`src/rtl/irq_disp_pkg.sv`:
```
// Package: shared types and constants for the interrupt dispatcher.
// Assumes a four-source ranking with index 0 the highest priority.
package irq_disp_pkg;

    localparam int NUM_SRC  = 4;
    localparam int SRC_SMM  = 0;
    localparam int SRC_DBG  = 1;
    localparam int SRC_NMI  = 2;
    localparam int SRC_INTR = 3;

    localparam logic [7:0] VEC_DBG = 8'd1;
    localparam logic [7:0] VEC_NMI = 8'd2;

    typedef enum logic [1:0] {
        GK_NONE = 2'd0,
        GK_INTR = 2'd1,
        GK_TRAP = 2'd2,
        GK_TASK = 2'd3
    } gate_kind_e;

    typedef enum logic [2:0] {
        ST_IDLE,
        ST_LOC,
        ST_REQ_LO,
        ST_WAIT_LO,
        ST_REQ_HI,
        ST_WAIT_HI
    } disp_state_e;

endpackage

```
`src/rtl/irq_prio_pick.sv`:
```
// Module: holds the pending event bits and picks one winner at a boundary.
// Index 0 is ranked highest. The bit at MASK_IDX is eligible only while
// the enable flag is high. Assumes 'idle' is high only when the
// dispatcher can accept a new event.
module irq_prio_pick #(
    parameter int NSRC     = 4,
    parameter int MASK_IDX = 3
) (
    input  logic            clk,
    input  logic            rst_n,
    input  logic [NSRC-1:0] req,
    input  logic            if_flag,
    input  logic            boundary,
    input  logic            idle,
    output logic            take,
    output logic [NSRC-1:0] win,
    output logic [NSRC-1:0] ack
);

    logic [NSRC-1:0] pend_q;
    logic [NSRC-1:0] elig;
    logic [NSRC-1:0] clr;

    // Masks the maskable source with the enable flag.
    always_comb begin
        elig           = pend_q;
        elig[MASK_IDX] = pend_q[MASK_IDX] & if_flag;
    end

    // Fixed ranking: the lowest eligible index wins.
    always_comb begin
        logic found;
        found = 1'b0;
        win   = '0;
        for (int i = 0; i < NSRC; i++) begin
            if (elig[i] && !found) begin
                win[i] = 1'b1;
                found  = 1'b1;
            end
        end
    end

    // Accepts only at a boundary, while idle, with something eligible.
    always_comb begin
        take = boundary & idle & (|elig);
        clr  = take ? win : '0;
    end

    // Pending bits: set by requests, cleared by acknowledge; a set wins.
    always_ff @(posedge clk) begin
        if (!rst_n) begin
            pend_q <= '0;
            ack    <= '0;
        end else begin
            pend_q <= (pend_q & ~clr) | req;
            ack    <= clr;
        end
    end

    AST_SMM_WINS: assert property (@(posedge clk) disable iff (!rst_n)
        (take && pend_q[0]) |=> ack[0]) else $error("smm lost");
    AST_DBG_NEXT: assert property (@(posedge clk) disable iff (!rst_n)
        (take && pend_q[1] && !pend_q[0]) |=> ack[1]) else $error("dbg lost");
    AST_INTR_GATED: assert property (@(posedge clk) disable iff (!rst_n)
        ack[MASK_IDX] |-> $past(if_flag)) else $error("masked intr acked");
    AST_ACK_ONEHOT: assert property (@(posedge clk) disable iff (!rst_n)
        $onehot0(ack)) else $error("ack not one-hot");
    AST_ACK_PULSE: assert property (@(posedge clk) disable iff (!rst_n)
        (|ack) |=> !(|ack)) else $error("ack longer than one cycle");

endmodule

```
`src/rtl/irq_entry_locate.sv`:
```
// Module: works out the table entry address and the limit check.
// Purely combinational. Entry size is 4 bytes in real mode and 8 in
// protected mode. Assumes vector*8+7 fits in VEC_W+4 bits.
module irq_entry_locate #(
    parameter int ADDR_W  = 32,
    parameter int LIMIT_W = 16,
    parameter int VEC_W   = 8
) (
    input  logic [ADDR_W-1:0]  base,
    input  logic [LIMIT_W-1:0] limit,
    input  logic [VEC_W-1:0]   vec,
    input  logic               prot,
    output logic [ADDR_W-1:0]  addr,
    output logic               fault
);

    localparam int OFF_W = VEC_W + 4;
    localparam int CMP_W = (OFF_W > LIMIT_W) ? OFF_W : LIMIT_W;

    logic [OFF_W-1:0] off;
    logic [OFF_W-1:0] last;

    // Scales the vector by the entry size and finds the last byte.
    always_comb begin
        off   = prot ? (OFF_W'(vec) << 3) : (OFF_W'(vec) << 2);
        last  = off + (prot ? OFF_W'(7) : OFF_W'(3));
        fault = CMP_W'(last) > CMP_W'(limit);
        addr  = base + ADDR_W'(off);
    end

endmodule

```
`src/rtl/irq_gate_decode.sv`:
```
// Module: decodes the gate type of a protected-mode descriptor high word.
// Assumes the 4-bit type field starts at TYPE_LSB.
module irq_gate_decode #(
    parameter int TYPE_LSB = 8
) (
    input  logic [31:0]                  hi_word,
    output irq_disp_pkg::gate_kind_e     kind,
    output logic                         clr_if,
    output logic                         is_task
);
    import irq_disp_pkg::*;

    logic [3:0] typ;

    // Maps the type nibble onto the gate kind and its side effects.
    always_comb begin
        typ = hi_word[TYPE_LSB +: 4];
        unique case (typ)
            4'h5:        kind = GK_TASK;
            4'h6, 4'hE:  kind = GK_INTR;
            4'h7, 4'hF:  kind = GK_TRAP;
            default:     kind = GK_NONE;
        endcase
        clr_if  = (kind == GK_INTR);
        is_task = (kind == GK_TASK);
    end

endmodule

```
`src/rtl/irq_dispatch_top.sv`:
```
// Module: interrupt dispatcher top. It ranks the pending events, locates
// the winner's table entry, checks the limit, fetches the entry and
// decodes the gate.
// Assumes the memory answers each read with one valid pulse at least one
// cycle after the request, and that the table is not reloaded while a
// dispatch is under way.
module irq_dispatch_top #(
    parameter int ADDR_W  = 32,
    parameter int LIMIT_W = 16,
    parameter int VEC_W   = 8,
    parameter logic [LIMIT_W-1:0] RST_LIMIT = LIMIT_W'(16'h03FF)
) (
    input  logic               clk,
    input  logic               rst_n,
    input  logic               smm_req,
    input  logic               dbg_req,
    input  logic               nmi_req,
    input  logic               intr_req,
    input  logic [VEC_W-1:0]   intr_vec,
    input  logic               if_flag,
    input  logic               prot_mode,
    input  logic               boundary,
    input  logic               tbl_wr,
    input  logic [ADDR_W-1:0]  tbl_base_in,
    input  logic [LIMIT_W-1:0] tbl_limit_in,
    output logic [3:0]         ack,
    output logic               mem_rd_en,
    output logic [ADDR_W-1:0]  mem_addr,
    input  logic               mem_rd_valid,
    input  logic [31:0]        mem_rd_data,
    output logic               done,
    output logic               limit_fault,
    output logic [31:0]        entry_lo,
    output logic [31:0]        entry_hi,
    output logic [1:0]         gate_kind,
    output logic               clear_if,
    output logic               task_gate
);
    import irq_disp_pkg::*;

    localparam int HI_STEP = 4;

    disp_state_e          state_q;
    logic [ADDR_W-1:0]    base_q;
    logic [LIMIT_W-1:0]   limit_q;
    logic [VEC_W-1:0]     vec_q;
    logic [1:0]           src_q;
    logic                 prot_q;
    logic [ADDR_W-1:0]    addr_q;
    logic                 take;
    logic [NUM_SRC-1:0]   win;
    logic [1:0]           win_idx;
    logic [VEC_W-1:0]     win_vec;
    logic [ADDR_W-1:0]    loc_addr;
    logic                 loc_fault;
    gate_kind_e           dec_kind;
    logic                 dec_clr;
    logic                 dec_task;
    gate_kind_e           kind_q;

    irq_prio_pick #(.NSRC(NUM_SRC), .MASK_IDX(SRC_INTR)) prio_i (
        .clk      (clk),
        .rst_n    (rst_n),
        .req      ({intr_req, nmi_req, dbg_req, smm_req}),
        .if_flag  (if_flag),
        .boundary (boundary),
        .idle     (state_q == ST_IDLE),
        .take     (take),
        .win      (win),
        .ack      (ack)
    );

    irq_entry_locate #(.ADDR_W(ADDR_W), .LIMIT_W(LIMIT_W), .VEC_W(VEC_W)) loc_i (
        .base  (base_q),
        .limit (limit_q),
        .vec   (vec_q),
        .prot  (prot_q),
        .addr  (loc_addr),
        .fault (loc_fault)
    );

    irq_gate_decode #(.TYPE_LSB(8)) gate_i (
        .hi_word (mem_rd_data),
        .kind    (dec_kind),
        .clr_if  (dec_clr),
        .is_task (dec_task)
    );

    // Turns the one-hot winner into an index and its vector number.
    always_comb begin
        win_idx = '0;
        for (int i = 0; i < NUM_SRC; i++) begin
            if (win[i]) win_idx = 2'(i);
        end
        case (win_idx)
            2'(SRC_DBG):  win_vec = VEC_W'(VEC_DBG);
            2'(SRC_NMI):  win_vec = VEC_W'(VEC_NMI);
            2'(SRC_INTR): win_vec = intr_vec;
            default:      win_vec = '0;
        endcase
    end

    // The read port is driven straight from the request states.
    always_comb begin
        mem_rd_en = (state_q == ST_REQ_LO) || (state_q == ST_REQ_HI);
        mem_addr  = addr_q;
        gate_kind = kind_q;
    end

    // Table register: reset defaults, software load.
    always_ff @(posedge clk) begin
        if (!rst_n) begin
            base_q  <= '0;
            limit_q <= RST_LIMIT;
        end else if (tbl_wr) begin
            base_q  <= tbl_base_in;
            limit_q <= tbl_limit_in;
        end
    end

    // Dispatch sequence: accept, locate, fetch, decode, finish.
    always_ff @(posedge clk) begin
        if (!rst_n) begin
            state_q     <= ST_IDLE;
            vec_q       <= '0;
            src_q       <= '0;
            prot_q      <= 1'b0;
            addr_q      <= '0;
            done        <= 1'b0;
            limit_fault <= 1'b0;
            entry_lo    <= '0;
            entry_hi    <= '0;
            kind_q      <= GK_NONE;
            clear_if    <= 1'b0;
            task_gate   <= 1'b0;
        end else begin
            done        <= 1'b0;
            limit_fault <= 1'b0;
            unique case (state_q)
                ST_IDLE: begin
                    if (take) begin
                        vec_q   <= win_vec;
                        src_q   <= win_idx;
                        prot_q  <= prot_mode;
                        state_q <= ST_LOC;
                    end
                end
                ST_LOC: begin
                    entry_lo  <= '0;
                    entry_hi  <= '0;
                    kind_q    <= GK_NONE;
                    clear_if  <= 1'b0;
                    task_gate <= 1'b0;
                    if (src_q == 2'(SRC_SMM)) begin
                        done    <= 1'b1;
                        state_q <= ST_IDLE;
                    end else if (loc_fault) begin
                        done        <= 1'b1;
                        limit_fault <= 1'b1;
                        state_q     <= ST_IDLE;
                    end else begin
                        addr_q  <= loc_addr;
                        state_q <= ST_REQ_LO;
                    end
                end
                ST_REQ_LO: state_q <= ST_WAIT_LO;
                ST_WAIT_LO: begin
                    if (mem_rd_valid) begin
                        entry_lo <= mem_rd_data;
                        if (prot_q) begin
                            addr_q  <= addr_q + ADDR_W'(HI_STEP);
                            state_q <= ST_REQ_HI;
                        end else begin
                            done    <= 1'b1;
                            state_q <= ST_IDLE;
                        end
                    end
                end
                ST_REQ_HI: state_q <= ST_WAIT_HI;
                ST_WAIT_HI: begin
                    if (mem_rd_valid) begin
                        entry_hi  <= mem_rd_data;
                        kind_q    <= dec_kind;
                        clear_if  <= dec_clr;
                        task_gate <= dec_task;
                        done      <= 1'b1;
                        state_q   <= ST_IDLE;
                    end
                end
                default: state_q <= ST_IDLE;
            endcase
        end
    end

    AST_READ_IN_LIMIT: assert property (@(posedge clk) disable iff (!rst_n)
        mem_rd_en |-> ((mem_addr - base_q) + ADDR_W'(3)) <= ADDR_W'(limit_q))
        else $error("read past limit");
    AST_FAULT_WITH_DONE: assert property (@(posedge clk) disable iff (!rst_n)
        limit_fault |-> done) else $error("fault without done");
    AST_SMM_NO_FETCH: assert property (@(posedge clk) disable iff (!rst_n)
        (state_q == ST_LOC && src_q == 2'(SRC_SMM)) |=> (done && !mem_rd_en))
        else $error("smm fetched");
    AST_CLEAR_ONLY_INTR_GATE: assert property (@(posedge clk) disable iff (!rst_n)
        clear_if |-> (gate_kind == GK_INTR)) else $error("bad clear_if");
    AST_ONE_DISPATCH: assert property (@(posedge clk) disable iff (!rst_n)
        (|ack) |-> !take) else $error("second accept in flight");

endmodule

```
`config.mk`:
```
export PLATFORM = sky130hd
export DESIGN_NAME = irq_dispatch_top
export DESIGN_NICKNAME = d
export VERILOG_FILES = /design/src/rtl/irq_disp_pkg.sv /design/src/rtl/irq_prio_pick.sv /design/src/rtl/irq_entry_locate.sv /design/src/rtl/irq_gate_decode.sv /design/src/rtl/irq_dispatch_top.sv
export SDC_FILE = /design/constraint.sdc
export NUM_CORES = 1
export LEC_CHECK = 0
export ABC_AREA = 0
export BUFFER_PORTS_ARGS = -buffer_cell sky130_fd_sc_hd__clkbuf_2
export CAP_MARGIN = 10
export CORE_MARGIN = 4
export CORE_UTILIZATION = 40
export CTS_CLUSTER_DIAMETER = 50
export DETAILED_ROUTE_END_ITERATION = 12
export PLACE_DENSITY = 0.66
export SYNTH_ARGS = -nofsm -noshare
export SYNTH_HDL_FRONTEND = slang
export SYNTH_SLANG_ARGS = --single-unit
```
`constraint.sdc`:
```
create_clock -name clk -period 3.4 [get_ports clk]
set_input_delay 0.68 -clock clk [delete_from_list [all_inputs] [get_ports clk]]
set_output_delay 0.68 -clock clk [all_outputs]
set_load 0.05 [all_outputs]
```
# After elaboration in Yosys (flattened, before gate mapping)
# Index checks and enable logic that the tools add are counted.
[word_totals] romBits=0 input_bits=99 ff_bits=172 wordCells=110 mem_count=0 latch_bits=0 output_inout_bits=107 ram_bits=0
[op_classes] n_eq_ne=21 addsub=3 shifts=0 div=0 n_bitwise=8 muxes=41 multipliers=0 reduce_logical=20 magnitude_cmp=1
[op_table] cell="$pmux W32 S2" n=3
[op_table] cell="$mux W32" n=5
[op_table] cell="$add A32 B11 Y32" n=1
[op_table] cell="$add A32 B3 Y32 const B" n=1
[op_table] cell="$pmux W8 S3" n=1
[op_table] cell="$pmux W3 S6" n=1
[op_table] cell="$gt A12 B16 Y1" n=1
[op_table] cell="$mux W3" n=5
[op_table] cell="$mux W1" n=14
[op_table] cell="$add A12 B12 Y12" n=1
[op_table] cell="$eq A4 B3 Y1 const B" n=3
[op_table] cell="$ne A2 B2 Y1 const B" n=6
[op_table] cell="$mux W11" n=1
[op_table] cell="$mux W2" n=5
[op_table] cell="$eq A4 B4 Y1 const B" n=2
[op_table] cell="$eq A2 B2 Y1 const B" n=3
[op_table] cell="$eq A3 B2 Y1 const B" n=2
[op_table] cell="$eq A3 B3 Y1 const B" n=2
[op_table] cell="$pmux W2 S3" n=1
[op_table] cell="$reduce_and A2 Y1" n=3
[op_table] cell="$reduce_and A5 Y1" n=1
[op_table] cell="$and A4 B4 Y4" n=1
[op_table] cell="$eq A2 B1 Y1 const B" n=2
[op_table] cell="$mux W4" n=1
[op_table] cell="other kinds (18)" n=28

# Longest topological paths before layout
# Gate-level depths: netlist of run 1.
[depth] ltp_word=14 depth_mapped=14 mapped_depth_nobuf=11

# Modules after synthesis
# From an unflattened synthesis of run 1, not the netlist that was laid out.
[unflattened] cells_unflattened=958 area_unflattened_um2=8468.1
[by_module_without_submodules] mod="irq_dispatch_top" cells_per_inst=739 seq_area_each_um2=3283.1 area_per_inst_um2=6739.0 n_inst=1
[by_module_without_submodules] mod="irq_entry_locate" cells_per_inst=177 seq_area_each_um2=0.0 area_per_inst_um2=1350.0 n_inst=1
[by_module_without_submodules] mod="irq_prio_pick" cells_per_inst=35 seq_area_each_um2=160.2 area_per_inst_um2=340.3 n_inst=1
[by_module_without_submodules] mod="irq_gate_decode" cells_per_inst=7 seq_area_each_um2=0.0 area_per_inst_um2=38.8 n_inst=1

# Least setup slack after synthesis of run 1
# OpenSTA, ideal clock, no wires.
[synth_timing] path_kind="register to register" startpoint="reg prot_q" endpoint="reg addr_q[19], in the netlist mem_addr[19]" t_required_ns=3.288 arrival_time_ns=3.142 n_path_buf=4 path_slack_ns=0.145 period_less_slack_ns=3.255 setup_time_ns=0.112 stages_incl_launch_ff=14 cell_sequence="dfxtp_1 -> clkbuf_1 -> clkbuf_1 -> mux2_2 -> ha_1 -> buf_2 -> a21o_1 -> a211oi_1 -> and3_1 -> clkbuf_1 -> nor2_1 -> and3_1 -> xnor2_1 -> a2111oi_1"
[synth_via] elab_chain_cells=5 elab_cells_between_ends=11 cone_classes="add/sub (2); order compare (1); eq/ne (2); mux (5); reduce/logical (1)"
[synth_rtl] element="start: declaration" line_no="irq_dispatch_top.sv:48" rtl="logic prot_q;"
[synth_rtl] element="start signal: assignment" line_no="irq_dispatch_top.sv:144" rtl="prot_q <= prot_mode;"
[synth_rtl] element="$mux W11 / $mux W3 (equally long branches)" line_no="irq_entry_locate.sv:25, irq_entry_locate.sv:26"
[synth_rtl] element="$add A12 B12 Y12 / $add A32 B11 Y32 (equally long branches)" line_no="irq_entry_locate.sv:26, irq_entry_locate.sv:28"
[synth_rtl] element="$gt A12 B16 Y1 / $mux W32 (equally long branches)" line_no="irq_entry_locate.sv:27, irq_dispatch_top.sv:157"
[synth_rtl] element="$ne A2 B2 Y1 (no line) / $mux W32 (equally long branches)"
[synth_rtl] element="$reduce_and A5 Y1 (no line) / $pmux W32 S2 (equally long branches)"
[synth_rtl] element="end signal: assignment" line_no="irq_dispatch_top.sv:162" rtl="addr_q <= loc_addr;"
[synth_rtl] element="end signal: assignment" line_no="irq_dispatch_top.sv:171" rtl="addr_q <= addr_q + ADDR_W'(HI_STEP);"
[synth_rtl] element="end: declaration" line_no="irq_dispatch_top.sv:49" rtl="logic [ADDR_W-1:0] addr_q;"
# Several ways; a longest one is shown, not always the timed one. The select of a mux whose other input is x is not followed.
# A chain may end at the register's enable or synchronous reset.

# Worst setup path after layout of run 1
# Same ends and word-level chain as after synthesis.

==> results.yml, run 1 <==
status:
  outcome: "completed"
critical_path:
  required_ps: 3720
  path_common_cell: "and3_1"
  cpMaxStageDelayCell: "dfxtp_1"
  worstPathMaxFanout: 11
  cp.buffers_inverters: 0
  cp-start-kind: "register"
  crit_path_end_kind: "register"
  worstSetupPathType: "reg -> reg"
  crit_chain: "mux2_2, ha_1, a21o_1, a211oi_1, and3_1, nor2_1, and3_1, xnor2_1, a2111oi_1"
  cp_top_family: "compound AO/OA/AOI/OAI gates"
  arrival_ps: 3450
  max_stage_delay_ps: 560
floorplanning:
  num_io_pins: 206
  start_util_pct: 41.0
  core_um2: 19600
  fp-row-count: 51
  die_w_um: 150
  die-area_um2: 22400
  die_h_um: 150
synthesis:
  synth_area_um2: 8030
  synth_largest_area_cell: "dfxtp_1"
  ys_ff_latch: 172
  syn_avg_cell_area_um2: 8.40
  synth_top_area_share_pct: 42.9
  async_flop_share_pct: 0
  synth_cell_types: 65
  yosysSeqAreaShare_pct: 42.9
  synth_area_leaders: "dfxtp_1, mux2i_1, nor2_1"
  synth_edf_count: 0
  synth_warnings: 0
  synth_nets: 1076
  netlist_instances: 956
  synth-main-ff-cell: "dfxtp_1"
pwr:
  p_int_w: 0.00358
  p_per_area_nw_per_um2: 487
  pwr-share-seq_pct: 43.9
  clkPwrFrac_pct: 45.2
  p_sw_w: 0.00129
  swShare_pct: 26.5
  leakage_nw: 4.22
  peakVddDrop_uv: 351
  p_comb_share_pct: 10.9
drt:
  totalWireLength_um: 24300
  drt_iter0_drc: 583
  drtPass1Iterations: 5
  wire_per_inst_um: 17.2
  antenna_left: 0
  vias: 7685
  drc: 0
  avgViaCountPerCell: 5.44
clock_tree:
  cts_made_buffers: 17
  cts_tree: "done"
  worstSkewPairLatency_ps: 440
  h-tree-depth: 4
  clk_pin_slew_ps: 70
  root_buffer: "clkbuf_16"
  cts_sinks: 172
  ctsLongestPathBuffers: 2
hold_path:
  hp-class: "reg -> reg"
global_route:
  grt.total_usage_pct: 21.6
  grt_max_degree: 145
  grt_pass1_vias: 7319
  grt_pass1_wl_um: 38600
  antenna_found_initial: 2
  grt_overflow: 0
sta:
  whs_ps: 452
  tns_ps: 0
  slew_headroom_pct: 29.3
  setup_viol: 0
  period_share_pct: 92.1
  period_needed_ps: 3130
  skew_ps: 11.3
  fmax_mhz: 319
  tightest_slew_ps: 1060
  maxSlewViolCount: 0
  hold_viol_final: 0
  rsz0062_at_grt: "no"
job:
  drv_cap: 0
placement:
  gp_congestion: 0.882
  dpl_cell_area_um2: 9320
  dp_hpwl_um: 17300
  port_buffers: 205
layout:
  drive_gt1_share_pct: 25.1
  final_area_um2: 9990
  final_nets: 1254
  syn2layout_area_growth_pct: 24.4
repair_timing:
| item | in CTS | in global routing |
|---|---|---|
| endpoints found under the hold margin | 0 | 0 |
| setup endpoints to repair | 0 | 8 |
| buffers inserted | 0 | 0 |
| gates resized for setup | 0 | 3 |
| hold buffers | 0 | 0 |
stage by stage:
step	std cells	worst slack [ps]	utilization (%)	power (W)
3_3_place_gp	1380	283	47.6	0.00271
6_report	1413	269	51.0	0.00487
2_1_floorplan	956	145	-	0.00251
4_1_cts	1412	182	50.9	0.00490
3_5_place_dp	1380	201	47.6	0.00271
5_1_grt	1413	8.05	51.0	0.00504
synth_stat cells (3+ instances only):
master	count
a31oi_1	15
inv_1	23
ha_1	20
o211ai_1	10
a2111oi_0	3
clkbuf_1	52
nor2b_1	6
a211oi_1	6
o22ai_1	6
o21a_1	5
and4_1	5
nand2b_1	4
and3_1	10
nor3_1	26
o21ai_0	35
nand3b_1	3
dfxtp_1	172
and2_1	5
or4_1	3
mux2_2	10
a21oi_1	73
o21ai_1	3
buf_1	5
nor2_1	120
a21o_1	6
xnor2_1	14
a22oi_1	41
nand4_1	15
xor2_1	11
a221oi_1	3
nand3_1	56
or3_1	6
nor4_1	5
buf_2	5
or2_2	3
mux2i_1	45
o2111ai_1	3
o221a_2	4
nand2_1	90
logic make-up after synthesis:
kind of cell               synth area share [%]
muxes                                      7.01
buffers and inverters                      4.16
other                                    0.0467
AOI/OAI and AO/OA                          17.9
DFF                                        42.9
xor gates and xnor gates                   2.73
adders and majority gates                  3.36
and+or+nand+nor                            22.0
worst reg2reg max path, cell delays in order, from the launching register on:
cell       delay [ps]
dfxtp_1           560
mux2_2            400
ha_1              380
a21o_1            230
a211oi_1          240
and3_1            400
nor2_1            120
and3_1            210
xnor2_1           120
a2111oi_1         370
final timing paths:
path                      from           end  cells after the start  slack (ps)
setup / recovery        prot_q  mem_addr[19]                      9         270
hold / removal    entry_lo[30]  entry_lo[30]                      2         450
setup reg to reg        prot_q  mem_addr[19]                      9         270
hold reg to reg   entry_lo[30]  entry_lo[30]                      2         450
layout make-up:
type                            count  area (um^2)
Fill cell                        1869         9600
Multi-Input combinational cell    697         4290
Inverter                           24         92.6
Antenna cell                        1         2.50
Timing Repair Buffer              222         1180
Sequential cell                   172         3440
Clock inverter                     15          231
Tap cell                          265          332
Clock buffer                       17          425
power groups by stage:
| stage | Combinational (W) | Clock [W] | Sequential [W] |
|---|---|---|---|
| floorplan | 0.000305 | 0 | 0.00220 |
| global placement | 0.000523 | 0 | 0.00218 |
| detailed placement | 0.000527 | 0 | 0.00218 |
| CTS | 0.000530 | 0.00224 | 0.00214 |
| global route | 0.000585 | 0.00231 | 0.00215 |
| finish | 0.000530 | 0.00220 | 0.00214 |
layout by cell type (no fill, tap or decap), types with 17 or more instances in the layout:
cell type    n
ha_1        20
nor3_1      26
a21oi_1     72
nand3_1     56
o21ai_0     35
inv_1       23
mux2i_1     45
nand2_1     90
nor2_1     117
clkbuf_2   204
a22oi_1     41
dfxtp_1    172
clkbuf_16   17
state kept, by name (all words and copies together), names as in the netlist:
register       cells
vec_q              8
entry_hi          32
mem_addr          32
entry_lo          32
base_q            32
clear_if           1
done               1
prio_i.pend_q      4
task_gate          1
limit_fault        1
prio_i.ack         4
limit_q           16
gate_kind          2
state_q            3
src_q              2
prot_q             1
metal layers:
| metal | up-vias | part of all wire [%] | GRT usage [%] |
|---|---|---|---|
| met4 | 2 | 2.7 | 8.01 |
| met1 | 3572 | 44 | 28.4 |
| met3 | 39 | 6.6 | 5.12 |
| met5 | - | 0.054 | 0 |
| li1 | 3792 | - | - |
| met2 | 280 | 47 | 34.4 |
Power figures use the tool's default switching activity.
==> run 2: changes to the inputs <==
SYNTH_HIERARCHICAL = 1   (was unset)
==> run 2 against run 1 <==
Hold slack worse by 0.92 ps. Count of clock-buffer cells in the layout stayed put. Highest routed layer is now met4. Sequential power is essentially flat. Largest cell class unchanged. Design area is 2.6% higher.
==> results.yml, run 2 <==
synthesis:
  synth_warnings: 6
  netlist_instances: 957
  synth_area_um2: 8460
  syn_avg_cell_area_um2: 8.84
  synth_nets: 1077
sta:
  rsz0062_at_grt: "no"
  tightest_slew_ps: 638
  period_share_pct: 93.9
  slew_headroom_pct: 57.1
  maxSlewViolCount: 0
  setup_viol: 0
  fmax_mhz: 313
  setup_slack_ps: 208
  hold_viol_final: 0
  skew_ps: 17.2
  tns_ps: 0
  period_needed_ps: 3190
layout:
  final_nets: 1255
  final_cell_mix: "clkbuf_2, dfxtp_1, nor2_1, nand2_1, a22oi_1"
  drive_gt1_share_pct: 26.6
  fillers: 1959
  diodes: 0
  final_area_um2: 10200
  layout_commonest_cell: "clkbuf_2"
  final_util_pct: 50.0
  syn2layout_area_growth_pct: 21.1
global_route:
  use_met1_pct: 25.7
  use_met3_pct: 7.27
  grt_max_degree: 63
  grt.total_usage_pct: 19.9
  use_met2_pct: 31.1
  grt_pass1_wl_um: 38700
  grt-busiest-layer: "met2"
  grt_pass1_vias: 7414
  grt_overflow: 0
  antenna_found_initial: 0
placement:
  port_buffers: 205
  gp_congestion: 0.841
  dp_hpwl_um: 17100
  dp_slack_ps: 101
  dpl_cell_area_um2: 9650
pwr:
  power_w: 0.00458
  peakVddDrop_uv: 298
  leakage_nw: 4.50
  p_per_area_nw_per_um2: 447
clock_tree:
  h-tree-depth: 4
  cts_tree: "done"
  cts_made_buffers: 17
  root_buffer: "clkbuf_16"
  ctsLongestPathBuffers: 2
  worstSkewPairLatency_ps: 430
  cts_setup_buffers: 0
  clk_pin_slew_ps: 70
  cts_sinks: 172
drt:
  drc: 0
  antenna_left: 0
  wire_per_inst_um: 16.9
  drtPass1Iterations: 5
  totalWireLength_um: 24000
  avgViaCountPerCell: 5.47
  vias: 7752
  drt_iter0_drc: 540
floorplanning:
  fp-row-count: 52
  core_um2: 20500
  start_util_pct: 41.3
  die_w_um: 153
  die-area_um2: 23500
  die_h_um: 153
  num_io_pins: 206
critical_path:
  worstSetupPathType: "reg -> reg"
  worstPathMaxFanout: 10
  path_common_cell: "a31oi_1"
  crit_path_end_kind: "register"
  arrival_ps: 3500
  max_stage_delay_ps: 600
  crit_chain: "mux2i_1, inv_1, ha_1, nor2b_1, o211ai_1, a31oi_1, o21bai_1, a31oi_1, or4_4, buf_4, a22o_1, a2bb2oi_1, nor2_1"
  required_ps: 3710
  cpMaxStageDelayCell: "or4_4"
  cp-start-kind: "register"
status:
  outcome: "completed"
hold_path:
  hp-class: "in -> reg"
job:
  drv_cap: 0
==> run 2: timing repair <==
item | 4_1_cts | 5_1_grt
setup endpoints to repair | 0 | 10
hold buffers | 0 | 0
resized for setup | 0 | 4
==> run 2: area by class of cell <==
type                    count  area [um^2]  share of cell area, %
clock buffers              17          425                   4.15
clock inverters            15          164                   1.60
inverters                  21         81.3                  0.794
multi-input cells         699         4590                   44.8
flip-flops and latches    172         3440                   33.6
well taps                 270          338                   3.30
repair buffers            224         1210                   11.8
==> run 2: power breakdown <==
part	internal (W)	switching [W]	total (W)
sequential	0.00207	0.0000634	0.00213
clock	0.000997	0.000969	0.00197
combinational	0.000191	0.000289	0.000480
==> run 2: per-stage QoR <==
step | cells | hold WS [ps]
after global routing | 1418 | 449
final | 1418 | 451
after floorplan | 957 | 439
after global placement | 1386 | 444
after CTS | 1418 | 428
after detailed placement | 1386 | 448
==> run 2: layer usage <==
| layer | vias up | share of wire, % |
|---|---|---|
| li1 | 3827 | - |
| met1 | 3589 | 44 |
| met2 | 297 | 44 |
| met3 | 39 | 9.4 |
| met4 | 0 | 2.3 |
| met5 | - | 0 |
==> run 2: worst paths after layout <==
path / start / endpoint / slack (ps) / cells past startpoint
worst max register to register: prot_q / mem_addr[9] / 210 / 13
worst min-delay path: nmi_req / prio_i/pend_q[2] / 450 / 3
worst min register to register: base_q[0] / mem_addr[0] / 460 / 2
worst max-delay path: prot_q / mem_addr[9] / 210 / 13
==> run 2: worst max-delay path, delay by kind of cell (launching register included) <==
kind	cells	cell delay, ps
adders and majority gates	1	300
and+or+nand+nor	3	780
muxes	1	270
AOI/OAI and AO/OA	6	970
DFF	1	410
buffers and inverters	2	340
